[config.mk]
export PLATFORM = sky130hd
export DESIGN_NAME = simd_mac_unit
export DESIGN_NICKNAME = d
export VERILOG_FILES = /design/src/rtl/simd_mac_pkg.sv /design/src/rtl/simd_lane_adder.sv /design/src/rtl/simd_lane_mul.sv /design/src/rtl/simd_acc.sv /design/src/rtl/simd_mac_unit.sv
export SDC_FILE = /design/constraint.sdc
export NUM_CORES = 2
export LEC_CHECK = 0
export ABC_CLOCK_PERIOD_IN_PS = 14200
export BUFFER_PORTS_ARGS = -buffer_cell sky130_fd_sc_hd__buf_2
export CELL_PAD_IN_SITES_DETAIL_PLACEMENT = 1
export CELL_PAD_IN_SITES_GLOBAL_PLACEMENT = 2
export CORE_ASPECT_RATIO = 0.7
export CORE_MARGIN = 1
export CORE_UTILIZATION = 44
export DETAILED_ROUTE_END_ITERATION = 8
export GPL_ROUTABILITY_DRIVEN = 0
export GPL_TIMING_DRIVEN = 0
export PLACE_DENSITY = 0.95
export SLEW_MARGIN = 5
export SYNTH_ARGS = -nofsm -noshare
export SYNTH_HDL_FRONTEND = slang
export SYNTH_SLANG_ARGS = --single-unit
[constraint.sdc]
create_clock -name clk_i -period 14.2 [get_ports clk_i]
set_input_delay 4.26 -clock clk_i [delete_from_list [all_inputs] [get_ports clk_i]]
set_output_delay 4.26 -clock clk_i [all_outputs]
set_load 0.1 [all_outputs]
[src/rtl/simd_mac_pkg.sv]
package simd_mac_pkg;
  typedef enum logic [1:0] {
    MODE_X1  = 2'b00,
    MODE_X2  = 2'b01,
    MODE_X4  = 2'b10,
    MODE_RSV = 2'b11
  } lane_mode_e;

  typedef enum logic [1:0] {
    OP_ADD = 2'b00,
    OP_SUB = 2'b01,
    OP_MAC = 2'b10,
    OP_RSV = 2'b11
  } lane_op_e;
endpackage

[src/rtl/simd_lane_adder.sv]
module simd_lane_adder #(
  parameter int DATA_W = 64,
  parameter int SEG_W  = 16,
  localparam int NUM_SEG = DATA_W / SEG_W
) (
  input  logic [DATA_W-1:0]  a_i,
  input  logic [DATA_W-1:0]  b_i,
  input  logic               sub_i,
  input  logic [NUM_SEG-1:1] cut_i,   // segment g starts a new lane
  output logic [DATA_W-1:0]  sum_o
);
  logic [NUM_SEG-2:0] cout;

  for (genvar g = 0; g < NUM_SEG; g++) begin : g_seg
    logic             cin;
    logic [SEG_W-1:0] bx;
    assign bx = b_i[g*SEG_W +: SEG_W] ^ {SEG_W{sub_i}};
    if (g == 0) begin : g_first
      assign cin = sub_i;
    end else begin : g_rest
      assign cin = cut_i[g] ? sub_i : cout[g-1];
    end
    if (g < NUM_SEG-1) begin : g_mid
      logic [SEG_W:0] s;
      assign s = {1'b0, a_i[g*SEG_W +: SEG_W]} + {1'b0, bx} + {{SEG_W{1'b0}}, cin};
      assign sum_o[g*SEG_W +: SEG_W] = s[SEG_W-1:0];
      assign cout[g] = s[SEG_W];
    end else begin : g_top
      assign sum_o[g*SEG_W +: SEG_W] = a_i[g*SEG_W +: SEG_W] + bx + {{(SEG_W-1){1'b0}}, cin};
    end
  end
endmodule

[src/rtl/simd_lane_mul.sv]
module simd_lane_mul #(
  parameter int DATA_W = 64,
  parameter int SEG_W  = 16,
  localparam int NUM_SEG = DATA_W / SEG_W,
  localparam int PROD_W  = 2 * SEG_W
) (
  input  logic [DATA_W-1:0]              a_i,
  input  logic [DATA_W-1:0]              b_i,
  output logic [NUM_SEG-1:0][PROD_W-1:0] prod_o
);
  for (genvar g = 0; g < NUM_SEG; g++) begin : g_mul
    assign prod_o[g] = $signed(a_i[g*SEG_W +: SEG_W]) * $signed(b_i[g*SEG_W +: SEG_W]);
  end
endmodule

[src/rtl/simd_acc.sv]
module simd_acc #(
  parameter int NUM_SEG = 4,
  parameter int PROD_W  = 32,
  parameter int ACC_W   = 48
) (
  input  logic                           clk_i,
  input  logic                           rst_ni,
  input  logic                           clr_i,
  input  logic                           en_i,
  input  logic [NUM_SEG-1:0][PROD_W-1:0] prod_i,
  output logic [ACC_W-1:0]               acc_nxt_o
);
  logic [ACC_W-1:0] acc_q, psum;

  always_comb begin
    psum = '0;
    for (int i = 0; i < NUM_SEG; i++)
      psum = psum + {{(ACC_W-PROD_W){prod_i[i][PROD_W-1]}}, prod_i[i]};
  end

  // clear first, then accumulate: clear and products in one slot start from zero
  assign acc_nxt_o = (clr_i ? '0 : acc_q) + (en_i ? psum : '0);

  always_ff @(posedge clk_i or negedge rst_ni) begin
    if (!rst_ni)            acc_q <= '0;
    else if (clr_i || en_i) acc_q <= acc_nxt_o;
  end
endmodule

[src/rtl/simd_mac_unit.sv]
module simd_mac_unit
  import simd_mac_pkg::*;
#(
  parameter int DATA_W = 64,
  parameter int SEG_W  = 16,
  parameter int ACC_W  = 48
) (
  input  logic              clk_i,
  input  logic              rst_ni,
  input  logic              valid_i,
  input  logic [1:0]        mode_i,
  input  logic [1:0]        op_i,
  input  logic              acc_clr_i,
  input  logic [DATA_W-1:0] a_i,
  input  logic [DATA_W-1:0] b_i,
  output logic              valid_o,
  output logic [DATA_W-1:0] result_o
);
  localparam int NUM_SEG = DATA_W / SEG_W;
  localparam int PROD_W  = 2 * SEG_W;
  localparam int SEGS_X2 = NUM_SEG / 2;

  lane_mode_e mode_eff;
  lane_op_e   op;
  logic       is_mac;
  logic [NUM_SEG-1:1] cut;
  logic [DATA_W-1:0]  sum;
  logic [NUM_SEG-1:0][PROD_W-1:0] prod;

  assign op       = lane_op_e'(op_i);
  assign is_mac   = (op == OP_MAC);
  assign mode_eff = (lane_mode_e'(mode_i) == MODE_RSV) ? MODE_X1 : lane_mode_e'(mode_i);

  for (genvar g = 1; g < NUM_SEG; g++) begin : g_cut
    if (g % SEGS_X2 == 0) begin : g_half
      assign cut[g] = (mode_eff == MODE_X4) || (mode_eff == MODE_X2);
    end else begin : g_quarter
      assign cut[g] = (mode_eff == MODE_X4);
    end
  end

  simd_lane_adder #(.DATA_W(DATA_W), .SEG_W(SEG_W)) u_add (
    .a_i(a_i), .b_i(b_i), .sub_i(op == OP_SUB), .cut_i(cut), .sum_o(sum)
  );

  simd_lane_mul #(.DATA_W(DATA_W), .SEG_W(SEG_W)) u_mul (
    .a_i(a_i), .b_i(b_i), .prod_o(prod)
  );

  // stage 1 of the accumulate path
  logic                           s1_mac, s1_quad, s1_clr;
  logic [DATA_W-1:0]              s1_sum;
  logic [NUM_SEG-1:0][PROD_W-1:0] s1_prod;
  logic [ACC_W-1:0]               acc_nxt;

  always_ff @(posedge clk_i or negedge rst_ni) begin
    if (!rst_ni) begin
      s1_mac  <= 1'b0;
      s1_quad <= 1'b0;
      s1_clr  <= 1'b0;
      s1_sum  <= '0;
      s1_prod <= '0;
    end else begin
      s1_mac <= valid_i && is_mac;
      s1_clr <= acc_clr_i;
      if (valid_i && is_mac) begin
        s1_quad <= (mode_eff == MODE_X4);
        s1_sum  <= sum;
        s1_prod <= prod;
      end
    end
  end

  simd_acc #(.NUM_SEG(NUM_SEG), .PROD_W(PROD_W), .ACC_W(ACC_W)) u_acc (
    .clk_i(clk_i), .rst_ni(rst_ni), .clr_i(s1_clr), .en_i(s1_mac && s1_quad),
    .prod_i(s1_prod), .acc_nxt_o(acc_nxt)
  );

  // output slot: an accumulate in flight wins over a fresh add/sub
  always_ff @(posedge clk_i or negedge rst_ni) begin
    if (!rst_ni) begin
      valid_o  <= 1'b0;
      result_o <= '0;
    end else if (s1_mac) begin
      valid_o  <= 1'b1;
      result_o <= s1_quad ? {{(DATA_W-ACC_W){acc_nxt[ACC_W-1]}}, acc_nxt} : s1_sum;
    end else if (valid_i && !is_mac) begin
      valid_o  <= 1'b1;
      result_o <= sum;
    end else begin
      valid_o  <= 1'b0;
    end
  end
endmodule

==> results.md <==
- Status: completed
- Mean post-synth cell area: 8.84 sq um
- First-pass DRT Iterations: 5
- DRT Wirelength: ~220000 microns
- Initial Util: 44.7%
- Worst setup path class: input port to register
- Clk slew on worst S/H paths: 0.08 ns
- Initial antenna violation count: 14
- Share of cells above drive strength 1: under 10%
- Die height: around 310 microns
- Clock Latency Late Sink: 0.64 ns
- Core box area: 0.137 sq mm
- TritonCTS clock tree: built
- Most frequent CP cell: fa_2
- DIE AREA: 0.140 sq mm
- Placed cell count: 8912
- WP data required: 14.71 ns
- Dpl hpwl: 186000 microns
- Num CTS Buffers: 31
- Max-slew headroom: between 10 and 15%
- Vias per cell: 5.69
- CP arrival: 14.71 ns
- Crit share post-route: 100%
- Overall routing resource usage: 32.3%
- Unique masters post-synth: 77
- RSZ-0062 raised after global routing: true
- Tmin final: 14.20 ns
- Max-cap violation count: 0
- Pin count of the biggest net entering global routing: 113
- #FFs+latches synth: 308
- Slew @ Worst Pin: around 1.3 ns
- Fin area: 0.0660 sq mm
- Cts hold-fix bufs: 0
- Via Count: 51200
- Async SR Flop Fraction: between 90% and 100%
- Slowest-stage cell, CP: o41a_1
- Final Hold Viols: 0
- Ys Warns: 0
- Area after DPL: 0.0643 sq mm
- Number of global-route vias before repair: 55700
- Cells after Synth: 6901
- Clk_skew: 0.0230 ns
- Slew Viols, Final: 0
- Post-route ant nets: 0
- Sequential share of the synthesized area: 12.6%
- Number of synthesized flops with an enable pin: 0
- Number of port buffers: 167
- Final hold slack: 0.472 ns
- Floorplan row count: 113
- Crit path capture type: register
- Layout Cells excl Fill: around 9000
- Fin Setup TNS: 0 ns
- Max Fanout on Critical Path: 10
- Syn_nets: 8629
- Min-Delay Path Class: register to register
- I/O pin count: 201
- First-pass GRT wire length: 342000 microns
- # DRC: 0
- Fmax: just over 0.07 GHz
- Setup violators final: 0
- Clock Path Buffers: 3
- Clk sink count: 308
- Final nets: 8864
- Area grow syn2layout: 8.11%
- Synth Flop Type: dfrtp_1
- Crit path largest cell delay: approximately 0.43 ns
- Syn Std Cell Area: roughly 0.061 sq mm
- Total gr overflow: 0
- Root Buffer: clkbuf_16
- Die width: around 450 microns
- H-tree Lvls: 1
- Startpoint types: input port
- DRT iter0 DRCs: 4185
- DR WL/cell: 24.8 microns
[registers in the layout, summed over array words and instances, names as in the netlist]
register / cells
result_o: 64
u_acc.acc_q: 48
s1_quad: 1
s1_clr: 1
valid_o: 1
s1_prod: 128
s1_mac: 1
s1_sum: 64
[cell usage in the layout, fill, tap and decap left out, drive strengths merged, types with 18 or more instances in the layout]
cell / count
o31ai: 18
ha: 501
xnor2: 215
nor2: 191
a31oi: 22
o21a: 28
buf: 212
and2: 408
fa: 1091
dfrtp: 308
a21o: 122
nand2: 1026
xor2: 131
nor3: 47
a21boi: 25
o21bai: 29
o21ai: 356
a21oi: 260
nor2b: 78
nand2b: 101
o211ai: 36
a211oi: 46
nand3: 50
clkbuf: 312
and3: 30
inv: 1289
[cell type report]
class	instances	area, sq um
Multi-Input combinational cell	5026	47700
Timing Repair Buffer	203	1170
Inverter	1286	4830
Antenna cell	5	12.5
Tap cell	1840	2300
Sequential cell	308	7710
Clock inverter	17	221
Fill cell	16200	70600
Clock buffer	41	873
Buffer	280	1130
[logic make-up (layout without fill, tap and decap cells)]
logic type | Yosys count | count (layout) | share of synthesized area, %
simple gates | 1995 | 1995 | 15.3
fa+ha+maj | 1592 | 1592 | 46.1
buf+inv | 1567 | 1827 | 9.64
compound gates | 1075 | 1075 | 11.0
xor+xnor | 347 | 347 | 5.00
flops | 308 | 308 | 12.6
mux | 17 | 17 | 0.289
other cells | 0 | 5 | 0
[Yosys cell counts (all sizes together) (28+ instances only)]
cell type  number  area share (%)
inv          1285             7.9
fa           1091              36
nand2        1026             6.3
ha            501              10
and2          408             4.2
o21ai         356             2.9
dfrtp         308              13
clkbuf        272             1.7
a21oi         260             2.1
xnor2         215             3.1
nor2          191             1.2
xor2          131             1.9
a21o          122             1.5
nand2b        101             1.0
nor2b          78            0.80
nand3          50            0.41
nor3           47            0.39
a211oi         46            0.57
o211ai         36            0.44
and3           30            0.31
o21bai         29            0.36
o21a           28            0.34
[stage by stage]
| stage | worst slack, ns | utilization [%] |
|---|---|---|
| after CTS | 0.00423 | 48.1 |
| after global routing | -0.212 | 48.3 |
| after detailed placement | -5.34 | 47.1 |
| final | 0.00264 | 48.3 |
| after global placement | -5.55 | 47.0 |
| after floorplan | 0.314 | - |
[worst max-delay path: cells and delay by family]
| family | cells | cell delay, ns |
|---|---|---|
| compound gates | 26 | 6.04 |
| fa+ha+maj | 7 | 1.95 |
| simple gates | 12 | 1.24 |
| buf+inv | 5 | 0.91 |
| xor+xnor | 2 | 0.22 |
[what timing repair did]
action | CTS | global route
resized for setup | 57 | 34
pin swaps | 17 | 21
setup buffers | 9 | 23
endpoints found under the setup margin | 41 | 16
[final timing paths]
| kind | startpoint | to | slack, ns | depth (start not counted) |
|---|---|---|---|---|
| setup / recovery | op_i[0] | result_o[62] | 0.003 | 52 |
| hold / removal | u_acc.acc_q[0] | u_acc.acc_q[0] | 0.47 | 2 |
| setup reg to reg | s1_prod[0] | result_o[60] | 4.18 | 38 |
| hold reg to reg | u_acc.acc_q[0] | u_acc.acc_q[0] | 0.47 | 2 |
| max in group asynchronous | rst_ni | s1_prod[50] | 9.35 | 2 |
| min in group asynchronous | rst_ni | result_o[41] | 3.70 | 1 |
[routing by layer]
| metal | up-vias | global-route usage (%) | routed length, microns |
|---|---|---|---|
| met5 | - | 0 | 0 |
| met4 | 0 | 9.59 | 8040 |
| met3 | 400 | 5.81 | 19500 |
| met2 | 2061 | 49.7 | 98900 |
| met1 | 26800 | 46.4 | 96600 |
| li1 | 21900 | - | - |
Power is not shown: default switching activity piles up to over one toggle a cycle in this logic, so the estimate is an artifact.
